$ cat src/rtl/pt_walker_pkg.sv
package pt_walker_pkg;
  typedef enum logic [1:0] {ST_IDLE, ST_RDREQ, ST_RDWAIT, ST_DONE} walk_st_e;

  typedef enum logic [2:0] {
    FC_NONE = 3'd0,
    FC_ACV  = 3'd1,
    FC_TNV  = 3'd2,
    FC_FOR  = 3'd3,
    FC_FOW  = 3'd4,
    FC_FOE  = 3'd5
  } fault_e;

  localparam int PTE_W     = 64;
  localparam int PFN_LSB   = 32;
  localparam int PTE_VALID = 0;
  localparam int PTE_FOR   = 1;
  localparam int PTE_FOE   = 3;
  localparam int PTE_KRE   = 8;
  localparam int PTE_KWE   = 12;
  localparam int PTE_LOW_W = 16;

  // superpage window and bit relocation
  localparam int SP_SEL_LO = 41;
  localparam int SP_LOW_W  = 40;
  localparam int SP_MV_SRC = 40;
  localparam int SP_MV_DST = 43;
endpackage

$ cat src/rtl/pt_va_classify.sv
module pt_va_classify
  import pt_walker_pkg::*;
#(
  parameter int VA_W    = 64,
  parameter int PA_W    = 64,
  parameter int VA_IMPL = 43,
  parameter int PRIV_W  = 2
) (
  input  logic [VA_W-1:0]   va_i,
  input  logic              phys_i,
  input  logic [PRIV_W-1:0] priv_i,
  output logic              direct_o,
  output logic [PA_W-1:0]   pa_o,
  output logic [2:0]        prot_o,
  output fault_e            code_o
);
  logic [VA_W-VA_IMPL-1:0] hi;
  logic sext_ok, is_sp;
  logic [PA_W-1:0] sp_pa;

  assign hi      = va_i[VA_W-1:VA_IMPL];
  assign sext_ok = (&hi) | ~(|hi);
  assign is_sp   = va_i[VA_W-1] && (va_i[SP_SEL_LO+1:SP_SEL_LO] == 2'b10);
  assign sp_pa   = PA_W'(va_i[SP_LOW_W-1:0]) | (PA_W'(va_i[SP_MV_SRC]) << SP_MV_DST);

  always_comb begin
    direct_o = 1'b1;
    pa_o     = '0;
    prot_o   = '0;
    code_o   = FC_ACV;
    if (phys_i) begin
      pa_o   = PA_W'(va_i);
      prot_o = 3'b111;
      code_o = FC_NONE;
    end else if (!sext_ok) begin
      code_o = FC_ACV;
    end else if (is_sp) begin
      if (priv_i == '0) begin
        pa_o   = sp_pa;
        prot_o = 3'b111;
        code_o = FC_NONE;
      end
    end else begin
      direct_o = 1'b0;
    end
  end
endmodule

$ cat src/rtl/pt_perm_eval.sv
module pt_perm_eval
  import pt_walker_pkg::*;
#(
  parameter int PRIV_W = 2
) (
  input  logic [PTE_LOW_W-1:0] pte_i,
  input  logic [1:0]           acc_i,
  input  logic [PRIV_W-1:0]    priv_i,
  output logic [2:0]           prot_o,
  output fault_e               code_o
);
  logic rd_en, wr_en;
  logic [2:0] raw, need, kept;
  logic pte_unused;

  assign pte_unused = ^pte_i[PTE_KRE-1:PTE_FOE+1];
  assign rd_en = pte_i[PTE_KRE + int'(priv_i)];
  assign wr_en = pte_i[PTE_KWE + int'(priv_i)];
  assign raw   = {rd_en, wr_en, rd_en};
  assign need  = 3'b001 << acc_i;
  assign kept  = raw & ~pte_i[PTE_FOE:PTE_FOR];

  always_comb begin
    code_o = FC_NONE;
    if (!pte_i[PTE_VALID])        code_o = FC_TNV;
    else if (~|(raw & need))      code_o = FC_ACV;
    else if (~|(kept & need))     code_o = need[2] ? FC_FOE : need[1] ? FC_FOW : FC_FOR;
    prot_o = (code_o == FC_NONE) ? kept : 3'b000;
  end
endmodule

$ cat src/rtl/pt_walker.sv
module pt_walker
  import pt_walker_pkg::*;
#(
  parameter int VA_W   = 64,
  parameter int PA_W   = 64,
  parameter int PG_OFS = 13,
  parameter int IDX_W  = 10,
  parameter int LEVELS = 3,
  parameter int PRIV_W = 2
) (
  input  logic              clk_i,
  input  logic              rst_ni,
  input  logic              req_valid_i,
  output logic              req_ready_o,
  input  logic [VA_W-1:0]   req_va_i,
  input  logic [1:0]        req_acc_i,
  input  logic [PRIV_W-1:0] req_priv_i,
  input  logic              req_phys_i,
  input  logic [PA_W-1:0]   req_ptbase_i,
  output logic              rsp_valid_o,
  output logic [PA_W-1:0]   rsp_pa_o,
  output logic [2:0]        rsp_prot_o,
  output logic [2:0]        rsp_code_o,
  output logic              mem_req_valid_o,
  input  logic              mem_req_ready_i,
  output logic [PA_W-1:0]   mem_req_addr_o,
  input  logic              mem_rsp_valid_i,
  input  logic [PTE_W-1:0]  mem_rsp_data_i
);
  localparam int WALK_W = PG_OFS + IDX_W * LEVELS;
  localparam int LVL_W  = $clog2(LEVELS);
  localparam logic [LVL_W-1:0] LAST_LVL = LVL_W'(LEVELS - 1);

  walk_st_e          st_q;
  logic [LVL_W-1:0]  lvl_q;
  logic [PA_W-1:0]   base_q, pa_q;
  logic [WALK_W-1:0] va_q;
  logic [1:0]        acc_q;
  logic [PRIV_W-1:0] priv_q;
  logic [2:0]        prot_q;
  fault_e            code_q;

  logic              cls_direct;
  logic [PA_W-1:0]   cls_pa;
  logic [2:0]        cls_prot;
  fault_e            cls_code;
  logic [2:0]        fin_prot;
  fault_e            fin_code;
  logic [IDX_W-1:0]  lvl_idx [LEVELS];
  logic [IDX_W-1:0]  cur_idx;
  logic [PA_W-1:0]   frame;
  logic              rsp_unused;

  pt_va_classify #(
    .VA_W(VA_W), .PA_W(PA_W), .VA_IMPL(WALK_W), .PRIV_W(PRIV_W)
  ) u_cls (
    .va_i(req_va_i), .phys_i(req_phys_i), .priv_i(req_priv_i),
    .direct_o(cls_direct), .pa_o(cls_pa), .prot_o(cls_prot), .code_o(cls_code)
  );

  pt_perm_eval #(.PRIV_W(PRIV_W)) u_perm (
    .pte_i(mem_rsp_data_i[PTE_LOW_W-1:0]), .acc_i(acc_q), .priv_i(priv_q),
    .prot_o(fin_prot), .code_o(fin_code)
  );

  for (genvar g = 0; g < LEVELS; g++) begin : g_idx
    localparam int SH = PG_OFS + IDX_W * (LEVELS - 1 - g);
    assign lvl_idx[g] = va_q[SH +: IDX_W];
  end

  always_comb begin
    cur_idx = '0;
    for (int i = 0; i < LEVELS; i++)
      if (lvl_q == LVL_W'(i)) cur_idx = lvl_idx[i];
  end

  assign rsp_unused     = ^mem_rsp_data_i[PFN_LSB-1:PTE_LOW_W];
  assign frame          = PA_W'(mem_rsp_data_i[PTE_W-1:PFN_LSB]) << PG_OFS;
  assign mem_req_addr_o = base_q + (PA_W'(cur_idx) << 3);
  assign mem_req_valid_o = (st_q == ST_RDREQ);
  assign req_ready_o    = (st_q == ST_IDLE);
  assign rsp_valid_o    = (st_q == ST_DONE);
  assign rsp_pa_o       = pa_q;
  assign rsp_prot_o     = prot_q;
  assign rsp_code_o     = code_q;

  always_ff @(posedge clk_i or negedge rst_ni) begin
    if (!rst_ni) begin
      st_q   <= ST_IDLE;
      lvl_q  <= '0;
      base_q <= '0;
      va_q   <= '0;
      acc_q  <= '0;
      priv_q <= '0;
      pa_q   <= '0;
      prot_q <= '0;
      code_q <= FC_NONE;
    end else begin
      unique case (st_q)
        ST_IDLE: if (req_valid_i) begin
          va_q   <= req_va_i[WALK_W-1:0];
          acc_q  <= req_acc_i;
          priv_q <= req_priv_i;
          lvl_q  <= '0;
          base_q <= req_ptbase_i;
          if (cls_direct) begin
            pa_q   <= cls_pa;
            prot_q <= cls_prot;
            code_q <= cls_code;
            st_q   <= ST_DONE;
          end else begin
            st_q <= ST_RDREQ;
          end
        end
        ST_RDREQ: if (mem_req_ready_i) st_q <= ST_RDWAIT;
        ST_RDWAIT: if (mem_rsp_valid_i) begin
          if (lvl_q == LAST_LVL) begin
            code_q <= fin_code;
            prot_q <= fin_prot;
            pa_q   <= (fin_code == FC_NONE) ? (frame | PA_W'(va_q[PG_OFS-1:0])) : '0;
            st_q   <= ST_DONE;
          end else if (!mem_rsp_data_i[PTE_VALID] || !mem_rsp_data_i[PTE_KRE]) begin
            code_q <= mem_rsp_data_i[PTE_VALID] ? FC_ACV : FC_TNV;
            prot_q <= '0;
            pa_q   <= '0;
            st_q   <= ST_DONE;
          end else begin
            base_q <= frame;
            lvl_q  <= lvl_q + 1'b1;
            st_q   <= ST_RDREQ;
          end
        end
        ST_DONE: st_q <= ST_IDLE;
        default: st_q <= ST_IDLE;
      endcase
    end
  end
endmodule

$ cat config.mk
export PLATFORM = sky130hd
export DESIGN_NAME = pt_walker
export DESIGN_NICKNAME = d
export VERILOG_FILES = /design/src/rtl/pt_walker_pkg.sv /design/src/rtl/pt_va_classify.sv /design/src/rtl/pt_perm_eval.sv /design/src/rtl/pt_walker.sv
export SDC_FILE = /design/constraint.sdc
export NUM_CORES = 1
export LEC_CHECK = 0
export CAP_MARGIN = 20
export CORE_ASPECT_RATIO = 1.25
export CORE_MARGIN = 3
export CORE_UTILIZATION = 42
export CTS_CLUSTER_SIZE = 10
export DETAILED_ROUTE_END_ITERATION = 10
export PLACE_DENSITY = 0.83
export SETUP_SLACK_MARGIN = 0.4
export SLEW_MARGIN = 20
export SYNTH_ARGS = -nofsm -noshare
export SYNTH_HDL_FRONTEND = slang
export SYNTH_SLANG_ARGS = --single-unit
$ cat constraint.sdc
create_clock -name clk_i -period 3.7 [get_ports clk_i]
set_input_delay 0.74 -clock clk_i [delete_from_list [all_inputs] [get_ports clk_i]]
set_output_delay 0.74 -clock clk_i [all_outputs]
set_load 0.02 [all_outputs]
Word level (Yosys, flattened, before mapping):

Index checks and enable logic that the tools add are counted.
W data, S select, Z words.

* add/subtract/negate cells: 4
* order comparisons: 2
* equal/unequal tests: 13
* shift operators: 1
* multiplexer cells: 67
* bitwise operators: 8
* reduce and logical (&&, ||, !) cells: 17

Operators by type and width (number)
* $mux W64: 13
* $pmux W64 S2: 2
* $mux W3: 23
* $add A64 B13 Y64: 1
* $lt A32 B6 Y1 const B: 2
* $mux W45: 1
* $or A45 B13 Y45: 1
* $or A40 B44 Y44: 1
* $mux W10: 3
* $mux W2: 11
* $reduce_and A21 Y1: 1
* $reduce_or A21 Y1: 1
* $pmux W3 S2: 2
* $add A4 B2 Y5 const A: 2
* $reduce_and A5 Y1: 2
* $and A3 B3 Y3: 3
* $bmux W1 S4: 2
* $eq A2 B2 Y1 const B: 4
* $mux W1: 8
* $ne A2 B2 Y1 const B: 4
* $pmux W2 S4: 1
* $logic_not A2 Y1: 3
* $reduce_or A3 Y1: 2
* $eq A2 B1 Y1 const B: 2
* other kinds (15): 17

* bits in registers: 185
* bits of input ports: 202
* output and inout bits: 137
* logic and storage cells: 121

Longest topological paths before layout:

Gate-level depths: netlist (run 1).

* depth after elaboration: 15
* gate-level depth with buffers: 17
* depth with buffers taken out: 14

By module:

A second synthesis (run 1) with hierarchy kept.

* cells, all modules: 1211
* area total of the unflattened synthesis: 11010.6 µm²

Modules (own cells, without submodules)
* pt_walker: instances 1, cells an instance 977, area each 9417.8 µm², sequential area each 4629.4 µm²
* pt_va_classify: instances 1, cells an instance 199, area each 1340.0 µm², sequential area each 0.0 µm²
* pt_perm_eval: instances 1, cells an instance 35, area each 252.7 µm², sequential area each 0.0 µm²

Least setup slack after synthesis (run 1):

No wires, ideal clock.

* path type: flip-flop to output port
* start: reg lvl_q[1]
* end: out mem_req_addr_o[36]
* arrival time: 3.164 ns
* required time: 2.960 ns
* setup slack: -0.204 ns
* stages on the path, launching flop included: 16
* path buffers: 3
* cell sequence: dfrtp_1 inv_1 ha_1 clkbuf_1 nor2_1 a21oi_1 o21ai_0 ha_1 clkbuf_1 and4_1 nand2_1 a21oi_1 o21a_1 clkbuf_1 nand4_1 xnor2_1

* longest elaborated chain between the ends: 5
* elaborated cells on any way between the ends: 7
* those cells by class: add/sub: 1; eq/ne: 2; mux: 3; reduce/logical: 1

RTL lines
* start, declared: line pt_walker.sv:35 `logic [LVL_W-1:0] lvl_q;`
* start signal, assigned: line pt_walker.sv:129 `lvl_q <= lvl_q + 1'b1;`
* $logic_not A2 Y1: line pt_walker.sv:74 `if (lvl_q == LVL_W'(i)) cur_idx = lvl_idx[i];`
* $mux W10 (2 in series): line pt_walker.sv:74
* $mux W10 *: line pt_walker.sv:74
* $add A64 B13 Y64 *: line pt_walker.sv:79 `assign mem_req_addr_o = base_q + (PA_W'(cur_idx) << 3);`
* end, declared: line pt_walker.sv:26 `output logic [PA_W-1:0] mem_req_addr_o,`

Mark *: on every way between the ends. The rest lies on a longest branch, timed or not.

Worst setup path after layout (run 1):

* start: reg lvl_q[1]
* end: out mem_req_addr_o[62]

The elaborated chain is that of the path after synthesis.

==> flow_metrics.py, run 1 <==
metrics = {
    "yosys": {
        "synthSimpleGateAreaFrac_pct": 13.7,
        "syn_area_um2": 10000,
        "syn-num-nets": 1181,
        "yosys_warnings": 0,
        "synth_top_family_by_area": "multiplexers",
        "synthArstFlopShare_pct": 100,
        "ys.flop_type": "dfrtp_1",
        "yosysUniqueCellTypes": 51,
        "synth_xor_area_share_pct": 5.16,
        "synth_fa_ha_area_share_pct": 2.32,
        "ys_seq_area_share_pct": 46.2,
        "ys_ff_latch": 185,
        "synth_edf_count": 0,
        "synth_mux_area_share_pct": 14.9,
        "avgSynthCellArea_um2": 10.4,
        "synth_compound_area_share_pct": 13.3,
        "synth_cells": 961,
    },
    "run_status": {
        "status": "finished, violations left",
        "violations": "setup timing",
    },
    "layout": {
        "layout_common_cells": "clkdlybuf4s50_1, dfrtp_1, nand2_1",
        "layout-drive-gt1-share_pct": 31.9,
        "final_util_pct": 67.8,
        "mostFrequentLayoutCell": "clkdlybuf4s50_1",
        "syn2layout_area_growth_pct": 56.8,
        "design_area_um2": 15700,
        "num-nets-final": 1552,
    },
    "clock_tree": {
        "numCtsBuffers": 17,
        "cts.sinks": 185,
        "clock_latency_ns": 0.44,
        "h-tree-depth": 4,
        "clk_path_buf_depth": 2,
        "cts_tree": "done",
        "clkSlewWorstSetupHoldPaths_ns": 0.07,
        "cts-root-buf": "clkbuf_16",
    },
    "placed_design": {
        "port_buffers": 318,
        "place.gp.congestion": 0.879,
        "place_area_um2": 14400,
        "hpwlAfterDp_mm": 25.3,
    },
    "timing": {
        "setup_ws_ns": -0.627,
        "rsz0062_at_grt": "true",
        "slew_viol_final": 0,
        "min_period_ns": 4.33,
        "fmax_mhz": 231,
        "worst_slew_pin_slew_ns": 1.17,
        "whs_ns": 0.332,
        "relSlewSlack_pct": 21.8,
        "fin_skew_ns": 0.0101,
        "tns_ns": -25.51,
        "period_share_pct": 117,
        "finalHoldViolCount": 0,
        "setup_viol": 56,
    },
    "global_route": {
        "grtUsageTotal_pct": 26.4,
        "antenna_found_initial": 2,
        "grt-ovfl-total": 0,
        "grt_pass1_vias": 9234,
        "grt_max_degree": 81,
        "grt_pass1_wl_mm": 52.1,
    },
    "setup_path": {
        "crit_slowest_cell": "dfrtp_1",
        "cp_max_fo": 18,
        "max_stage_delay_ns": 0.40,
        "criticalPathCategory": "reg2out",
        "start_kind": "flip-flop",
        "required_ns": 2.96,
        "endpoint_kind": "primary output",
        "crit_top_cell": "buf_4",
        "critPathArrivalTime_ns": 3.59,
        "worstPathCellList": "buf_4 > buf_4 > ha_4 > buf_4 > nand2_1 > o21ai_1 > ha_2 > buf_6 > a21o_1 > a21oi_4 > a21oi_4 > o211ai_4 > buf_6 > buf_16 > nor4_4 > xnor2_2 > buf_4",
    },
    "routing": {
        "drt_iter0_markers": 570,
        "drt_pre_antenna_iters": 8,
        "ant_nets": 0,
        "wl_per_cell_um": 22.1,
        "viasPerCell": 5.63,
        "wirelength_mm": 36.1,
        "drc": 0,
        "vias": 9201,
    },
    "die": {
        "core_um2": 23200,
        "fp.dieH_um": 179,
        "fp-row-count": 62,
        "pin_count": 339,
        "die_w_um": 144,
        "dieArea_um2": 25800,
        "initial_core_util_pct": 43.2,
    },
    "power_and_ir_drop": {
        "leakage_nw": 6.95,
        "power.density_nw_per_um2": 927,
        "ir_drop_mv": 0.447,
    },
    "run": {
        "maxCapViolCount": 0,
    },
    "hold_path": {
        "hold_path_class": "in2async",
    },
}
[final cells by class]
type | count | area [um2]
antenna | 2 | 5.00
inverter | 38 | 143
sequential | 185 | 4630
tap | 288 | 360
multi-input combinational | 673 | 5920
fill | 1698 | 7480
timing repair buffer | 417 | 4070
clock inverter | 12 | 141
clock buffer | 20 | 447
[synthesized netlist by cell type (2+ instances only)]
cell / instances / area [um2]
a31oi_1: 34 / 213
o21a_1: 2 / 15.0
buf_6: 5 / 56.3
a22o_1: 70 / 613
nand2b_1: 3 / 18.8
and2_1: 8 / 50.1
mux4_2: 2 / 45.0
dfrtp_1: 185 / 4630
inv_1: 38 / 143
nor3b_1: 4 / 30.0
mux2i_1: 22 / 220
buf_4: 4 / 30.0
nor2_1: 58 / 218
mux2_4: 48 / 721
a21o_1: 6 / 45.0
or3_1: 2 / 12.5
and3_1: 12 / 75.1
o211ai_1: 2 / 15.0
o21bai_1: 4 / 30.0
nor2b_1: 6 / 37.5
nor3_1: 13 / 65.1
nand3_1: 25 / 125
nand2_1: 135 / 507
xnor2_1: 37 / 324
and4_1: 8 / 70.1
xor2_1: 22 / 193
nand4_1: 15 / 93.8
clkbuf_1: 47 / 176
buf_2: 8 / 40.0
ha_1: 17 / 213
nor4_1: 7 / 43.8
a21oi_1: 22 / 110
o21ai_0: 28 / 140
mux2_2: 45 / 507
[path summary, 6_finish.rpt]
kind	start	endpoint	slack (ns)	cells after the start
min reg2reg	base_q[0]	base_q[0]	0.51	1
max in group asynchronous	rst_ni	base_q[4]	2.56	2
min	rst_ni	rsp_pa_o[45]	0.33	1
max	lvl_q[1]	mem_req_addr_o[62]	-0.63	17
min in group clk_i	base_q[0]	base_q[0]	0.51	1
max reg2reg	lvl_q[0]	rsp_pa_o[23]	0.94	10
[registers in the layout, summed over array words and instances, names as in the netlist]
signal	cells
st_q	2
acc_q	2
rsp_prot_o	3
rsp_code_o	3
lvl_q	2
base_q	64
priv_q	2
rsp_pa_o	64
va_q	43
[kinds of logic (layout without fill, tap and decap cells)]
family	Yosys count	in the layout
and+or+nand+nor	299	299
other	0	2
adders and majority gates	18	18
muxes	117	117
DFF	185	185
buffers and inverters	103	487
xor gates and xnor gates	59	59
AOI/OAI and AO/OA	180	180
[metal layers]
metal	global-route usage [%]	up-vias	routed length, um
li1	-	4130	-
met1	32.0	4572	13600
met2	46.5	399	18900
met3	4.19	100	1950
met4	11.2	0	1680
met5	0	-	0
[critical path: cells and delay by family (launching register included)]
family | cells | cell delay (ns)
flops | 1 | 0.40
simple gates | 2 | 0.31
compound gates | 5 | 0.69
xor+xnor | 1 | 0.15
fa+ha+maj | 2 | 0.59
buf+inv | 7 | 0.99
[metrics by stage]
| stage | setup slack, ns | power [mW] | cells |
|---|---|---|---|
| detailed placement | -0.747 | 11.6 | 1563 |
| floorplan | 0.179 | 8.25 | 961 |
| global placement | -0.643 | 11.4 | 1562 |
| global route | -0.739 | 15.3 | 1635 |
| CTS | -0.452 | 13.8 | 1606 |
| finish | -0.627 | 14.6 | 1635 |
[repair_timing]
action / in CTS / in global routing
hold buffers: 0 / 0
pin swaps: 26 / 36
gates cloned: 1 / 1
setup buffers: 10 / 26
endpoints found under the setup margin: 61 / 60
resized for setup: 325 / 108
[power breakdown]
part	total (mW)	switching [mW]	internal (mW)
registers	3.76	0.834	2.92
clock network	1.87	0.845	1.02
logic	8.94	4.57	4.36
Power figures use the tool's default switching activity.
==> run 2: changes to the inputs <==
--- a/config.mk
+++ b/config.mk
@@ -12,6 +12,7 @@
 export CTS_CLUSTER_SIZE = 10
 export DETAILED_ROUTE_END_ITERATION = 10
 export PLACE_DENSITY = 0.83
+export REMOVE_ABC_BUFFERS = 1
 export SETUP_SLACK_MARGIN = 0.4
 export SLEW_MARGIN = 20
 export SYNTH_ARGS = -nofsm -noshare
==> flow_metrics.py, run 2 (same netlist as run 1, synthesis figures left out) <==
metrics = {
    "layout": {
        "final_util_pct": 65.7,
        "num-nets-final": 1540,
        "antenna_cells": 0,
        "layout_common_cells": "clkdlybuf4s50_1, dfrtp_1, nand2_1",
        "syn2layout_area_growth_pct": 52.0,
        "nFillCells": 1773,
        "mostFrequentLayoutCell": "clkdlybuf4s50_1",
        "layout-drive-gt1-share_pct": 28.3,
    },
    "clock_tree": {
        "h-tree-depth": 4,
        "cts-root-buf": "clkbuf_16",
        "clkSlewWorstSetupHoldPaths_ns": 0.08,
        "cts_tree": "done",
        "cts.sinks": 185,
        "cts_hold_buf": 0,
        "clk_path_buf_depth": 2,
        "clock_latency_ns": 0.44,
        "numCtsBuffers": 17,
    },
    "timing": {
        "min_period_ns": 4.15,
        "slew_viol_final": 0,
        "fin_skew_ns": 0.0144,
        "setup_viol": 56,
        "setup_ws_ns": -0.454,
        "fmax_mhz": 241,
        "rsz0062_at_grt": "true",
        "relSlewSlack_pct": 43.9,
        "worst_slew_pin_slew_ns": 0.841,
        "period_share_pct": 112,
        "finalHoldViolCount": 0,
    },
    "hold_path": {
        "hold_path_class": "in2async",
    },
    "power_and_ir_drop": {
        "power_switching_mw": 6.14,
        "leakage_nw": 6.68,
        "comb_power_share_pct": 60.8,
        "p_int_mw": 8.09,
        "total_power_mw": 14.2,
        "ir_drop_mv": 0.487,
        "switching_share_pct": 43.2,
        "pwr-share-clk_pct": 13.3,
        "p_seq_share_pct": 25.9,
        "power.density_nw_per_um2": 934,
    },
    "run_status": {
        "status": "finished, violations left",
        "violations": "setup timing",
    },
    "die": {
        "fp.dieH_um": 179,
        "core_um2": 23200,
        "die_w_um": 144,
        "pin_count": 339,
        "fp-row-count": 62,
        "dieArea_um2": 25800,
        "initial_core_util_pct": 43.2,
    },
    "setup_path": {
        "crit_start": "lvl_q[1]",
        "critPathArrivalTime_ns": 3.41,
        "worstPathCellList": "inv_2 > ha_4 > buf_6 > nor2_1 > a21oi_2 > o21ai_2 > ha_2 > fa_2 > a211oi_2 > o21ba_4 > nor2_4 > o211ai_2 > buf_12 > nor2_1 > xnor2_1 > buf_4",
        "start_kind": "flip-flop",
        "reg2reg_to": "rsp_pa_o[63]",
        "crit_end": "mem_req_addr_o[55]",
        "r2r_slack_ns": 1.15,
        "cp_max_fo": 9,
        "criticalPathCategory": "reg2out",
        "crit_slowest_cell": "dfrtp_1",
        "required_ns": 2.96,
        "crit_top_cell": "nor2_1",
        "max_stage_delay_ns": 0.39,
        "rr_worst_depth": 10,
        "endpoint_kind": "primary output",
        "timing.rr.start": "lvl_q[0]",
    },
    "global_route": {
        "grt-ovfl-total": 0,
        "grt_pass1_wl_mm": 51.5,
        "antenna_found_initial": 1,
        "grt_pass1_vias": 9454,
        "grt_max_degree": 79,
        "grtUsageTotal_pct": 25.9,
    },
    "placed_design": {
        "hpwlAfterDp_mm": 24.1,
        "pre_cts_slack_ns": -0.579,
        "place.gp.congestion": 0.850,
        "port_buffers": 318,
    },
    "routing": {
        "wl_per_cell_um": 21.7,
        "drt_iter0_markers": 450,
        "drc": 0,
        "viasPerCell": 5.58,
        "vias": 9052,
        "wirelength_mm": 35.1,
        "drt_pre_antenna_iters": 5,
        "ant_nets": 0,
    },
    "run": {
        "maxCapViolCount": 0,
    },
}
## run 2: changes by cell type in the layout (fill, tap and decap cells not counted), moves of 4 or more
cell and delta:
xnor2_1 +16, xor2_1 +16, xor2_2 -15, xnor2_2 -13, nor2_1 +10, nor2_2 -10, buf_6 -9, nand3_4 +5
nor3_4 -5, o21ai_1 -5, a21oi_2 +4, nand3_2 -4
## run 2: power by group through the flow
stage / clock network [mW] / logic [mW] / registers (mW)
2_1_floorplan: 0 / 3.98 / 3.83
3_3_place_gp: 0 / 7.51 / 3.61
3_5_place_dp: 0 / 7.65 / 3.65
4_1_cts: 1.92 / 7.90 / 3.64
5_1_grt: 2.00 / 9.15 / 3.80
6_report: 1.89 / 8.65 / 3.69
## run 2: how the worst min path moves through the flow
stage	startpoint	end	slack (ns)
after detailed placement	rsp_pa_o[29]	rsp_pa_o[29]	0.49
after global placement	base_q[1]	base_q[1]	0.48
after CTS	rst_ni	rsp_pa_o[14]	0.32
after global routing	rst_ni	rsp_pa_o[14]	0.31
final	rst_ni	rsp_pa_o[16]	0.28
after floorplan	rst_ni	acc_q[0]	0.44
## run 2: stage by stage
stage	std cells	setup TNS, ns	instance area [um2]	hold slack, ns
2_1_floorplan	896	-36.76	9720	0.444
3_3_place_gp	1567	-21.13	13900	0.485
3_5_place_dp	1567	-25.11	13900	0.492
4_1_cts	1612	-14.93	14800	0.322
5_1_grt	1621	-26.51	15200	0.310
6_report	1621	-18.97	15200	0.283
## run 2: layout make-up
| type | instances | area [um2] | share of cell area, % |
|---|---|---|---|
| clock buffers | 19 | 443 | 2.91 |
| clock inverters | 13 | 148 | 0.969 |
| inverters | 38 | 143 | 0.936 |
| multi-input cells | 673 | 5580 | 36.6 |
| flip-flops and latches | 185 | 4630 | 30.4 |
| well taps | 288 | 360 | 2.36 |
| repair buffers | 405 | 3940 | 25.8 |
## run 2: metal layers
metal	share of wire, %	GRT usage (%)
met5	0.037	0
met4	3.0	9.91
met3	6.2	5.23
met2	52	45.9
met1	39	30.8
## run 2: timing repair
item / CTS / global route
endpoints found under the hold margin: 0 / 0
gates cloned: 3 / 0
endpoints found under the setup margin: 60 / 60
pin swaps: 41 / 45
resized for setup: 347 / 77
buffers inserted: 10 / 9
## run 2: worst max-delay path: cells and delay by family (launching register included)
kind	cells	cell delay (ns)
AND/OR/NAND/NOR	3	0.16
adder cells (fa/ha/maj)	3	0.69
AO/OA/AOI/OAI	5	0.97
XOR/XNOR	1	0.16
flip-flops	1	0.39
buffers and inverters	4	0.60
==> run 3: changes to the inputs <==
--- a/config.mk
+++ b/config.mk
@@ -8,13 +8,14 @@
 export CAP_MARGIN = 20
 export CORE_ASPECT_RATIO = 1.25
 export CORE_MARGIN = 3
-export CORE_UTILIZATION = 42
+export CORE_UTILIZATION = 43
 export CTS_CLUSTER_SIZE = 10
 export DETAILED_ROUTE_END_ITERATION = 10
-export PLACE_DENSITY = 0.83
+export PLACE_DENSITY = 0.82
 export REMOVE_ABC_BUFFERS = 1
 export SETUP_SLACK_MARGIN = 0.4
 export SLEW_MARGIN = 20
 export SYNTH_ARGS = -nofsm -noshare
 export SYNTH_HDL_FRONTEND = slang
+export SYNTH_HIERARCHICAL = 1
 export SYNTH_SLANG_ARGS = --single-unit
==> flow_metrics.py, run 3 <==
metrics = {
    "placed_design": {
        "port_buffers": 318,
        "place.gp.congestion": 0.907,
        "hpwlAfterDp_mm": 28.4,
        "place_area_um2": 14800,
        "pre_cts_slack_ns": -0.803,
    },
    "power_and_ir_drop": {
        "power.density_nw_per_um2": 1060,
        "total_power_mw": 17.6,
        "ir_drop_mv": 0.686,
        "leakage_nw": 7.00,
    },
    "layout": {
        "syn2layout_area_growth_pct": 50.9,
        "design_area_um2": 16600,
        "nFillCells": 1914,
        "layout_common_cells": "clkdlybuf4s50_1, dfrtp_1, nand2_1",
        "mostFrequentLayoutCell": "clkdlybuf4s50_1",
        "num-nets-final": 1794,
        "layout-drive-gt1-share_pct": 27.2,
    },
    "setup_path": {
        "crit_top_cell": "buf_6",
        "max_stage_delay_ns": 0.42,
        "worst_path_dominant_cell_family": "buffers and inverters",
        "cp_max_fo": 7,
        "required_ns": 2.96,
        "cp_num_buf_inv": 6,
        "worstPathCellList": "buf_6 > ha_4 > nor2_4 > a21oi_2 > o21ai_1 > ha_2 > inv_2 > fa_2 > nor2b_4 > o2111ai_4 > nand4b_1 > buf_4 > buf_6 > nand4_4 > buf_6 > nor2_4 > xor2_1 > buf_4",
        "endpoint_kind": "primary output",
        "critPathArrivalTime_ns": 3.73,
        "start_kind": "flip-flop",
        "crit_slowest_cell": "dfrtp_1",
        "criticalPathCategory": "reg2out",
    },
    "yosys": {
        "yosys.area.top_type": "dfrtp_1",
        "synth_top_family_by_area": "simple AND/OR/NAND/NOR gates",
        "synth_cells": 1211,
        "yosys_warnings": 6,
        "synth_xor_area_share_pct": 4.61,
        "synth_mux_area_share_pct": 5.49,
        "synth_compound_area_share_pct": 18.1,
        "avgSynthCellArea_um2": 9.09,
        "ys.flop_type": "dfrtp_1",
        "synth_edf_count": 0,
        "synth_fa_ha_area_share_pct": 2.00,
        "yosysUniqueCellTypes": 65,
        "synth_area_leaders": "dfrtp_1, nand2_1, nor2_1",
        "ys_seq_area_share_pct": 42.0,
        "synthSimpleGateAreaFrac_pct": 22.9,
        "netlist.area_leader.share_pct": 42.0,
        "synth_common_cells": "dfrtp_1, nand2_1, nor2_1",
        "syn_area_um2": 11000,
        "synth_most_common_cell": "dfrtp_1",
        "ys_ff_latch": 185,
        "synthArstFlopShare_pct": 100,
    },
    "timing": {
        "finalHoldViolCount": 0,
        "min_period_ns": 4.47,
        "fin_skew_ns": 0.00897,
        "fmax_mhz": 224,
        "rsz0062_at_grt": "true",
        "period_share_pct": 121,
        "relSlewSlack_pct": 26.8,
        "worst_slew_pin_slew_ns": 1.10,
        "setup_ws_ns": -0.774,
        "slew_viol_final": 0,
        "setup_viol": 57,
    },
    "die": {
        "pin_count": 339,
        "fp.dieH_um": 185,
        "initial_core_util_pct": 44.4,
        "core_um2": 24800,
        "dieArea_um2": 27600,
        "die_w_um": 149,
        "fp-row-count": 64,
    },
    "routing": {
        "vias": 11400,
        "drt_pre_antenna_iters": 6,
        "drt_iter0_markers": 845,
        "drc": 0,
        "wl_per_cell_um": 22.2,
        "ant_nets": 0,
        "viasPerCell": 5.93,
        "wirelength_mm": 42.7,
    },
    "clock_tree": {
        "cts-root-buf": "clkbuf_16",
        "cts.sinks": 185,
        "numCtsBuffers": 17,
        "clock_latency_ns": 0.44,
        "h-tree-depth": 4,
        "cts_hold_buf": 0,
        "clk_path_buf_depth": 2,
        "cts_tree": "done",
        "clkSlewWorstSetupHoldPaths_ns": 0.08,
    },
    "global_route": {
        "grt_pass1_wl_mm": 61.8,
        "grt_max_degree": 74,
        "grt-ovfl-total": 0,
        "grt_pass1_vias": 11200,
        "grtUsageTotal_pct": 28.5,
        "antenna_found_initial": 3,
    },
    "run_status": {
        "violations": "setup timing",
        "status": "finished, violations left",
    },
    "hold_path": {
        "hold_path_class": "in2async",
    },
    "run": {
        "maxCapViolCount": 0,
    },
}
run 3: power by group:
group	leakage (nW)	internal [mW]	switching, mW
sequential	2.21	3.04	0.937
clock	0.291	0.920	0.958
combinational	4.49	5.53	6.24
run 3: layout make-up:
type                       count  area (um2)  area share, %
antenna                        2        5.00         0.0301
clock buffer                  17         425           2.56
clock inverter                15         175           1.05
inverter                      20        75.1          0.452
multi-input combinational    913        6700           40.3
sequential                   185        4630           27.9
tap                          330         413           2.48
timing repair buffer         438        4190           25.2
run 3: logic make-up after synthesis:
| logic type | Yosys count |
|---|---|
| DFF | 185 |
| buffers and inverters | 115 |
| muxes | 54 |
| and+or+nand+nor | 539 |
| xor gates and xnor gates | 58 |
| adders and majority gates | 17 |
| other | 1 |
| AOI/OAI and AO/OA | 242 |
run 3: path summary, 6_finish.rpt:
check                                    from                  to  slack [ns]  depth (start not counted)
worst min register to register  rsp_code_o[0]       rsp_code_o[0]        0.48                          2
worst max register to register       lvl_q[1]          base_q[61]        0.78                         10
worst min-delay path                   rst_ni        rsp_pa_o[57]        0.31                          1
min in group clk_i              rsp_code_o[0]       rsp_code_o[0]        0.48                          2
max in group asynchronous              rst_ni          base_q[32]        2.46                          2
worst max-delay path                 lvl_q[0]  mem_req_addr_o[53]       -0.77                         18
run 3: per-stage QoR:
stage                     util (%)  TNS, ns  hold slack, ns  cells
after floorplan                  -   -53.88           0.444   1117
after global placement        59.5   -27.86           0.463   1833
after detailed placement      59.5   -32.87           0.471   1833
after CTS                     63.6   -20.72           0.329   1883
after global routing          66.9   -37.01           0.344   1919
final                         66.9   -30.20           0.305   1920
run 3: worst register-to-register path, cell delays in order (launching register included):
cell and delay [ns]:
dfrtp_1 0.39, buf_4 0.14, buf_4 0.13, ha_4 0.17
buf_6 0.12, buf_4 0.15, nor2b_1 0.23, and3_1 0.34
mux2i_1 0.18, or2_2 0.60, a22o_1 0.35
run 3: timing repair:
item,CTS,global route
gates resized for setup,383,134
buffers inserted,17,35
pin swaps,43,55
endpoints found under the setup margin,60,98
gates cloned,1,0
run 3: metal layers:
layer	share of wire (%)	up-vias	global-route usage, %
met5	0.066	-	0
met1	37	5567	35.2
met4	4.0	4	10.5
met2	50	616	48.3
li1	-	5062	-
met3	8.4	132	6.93
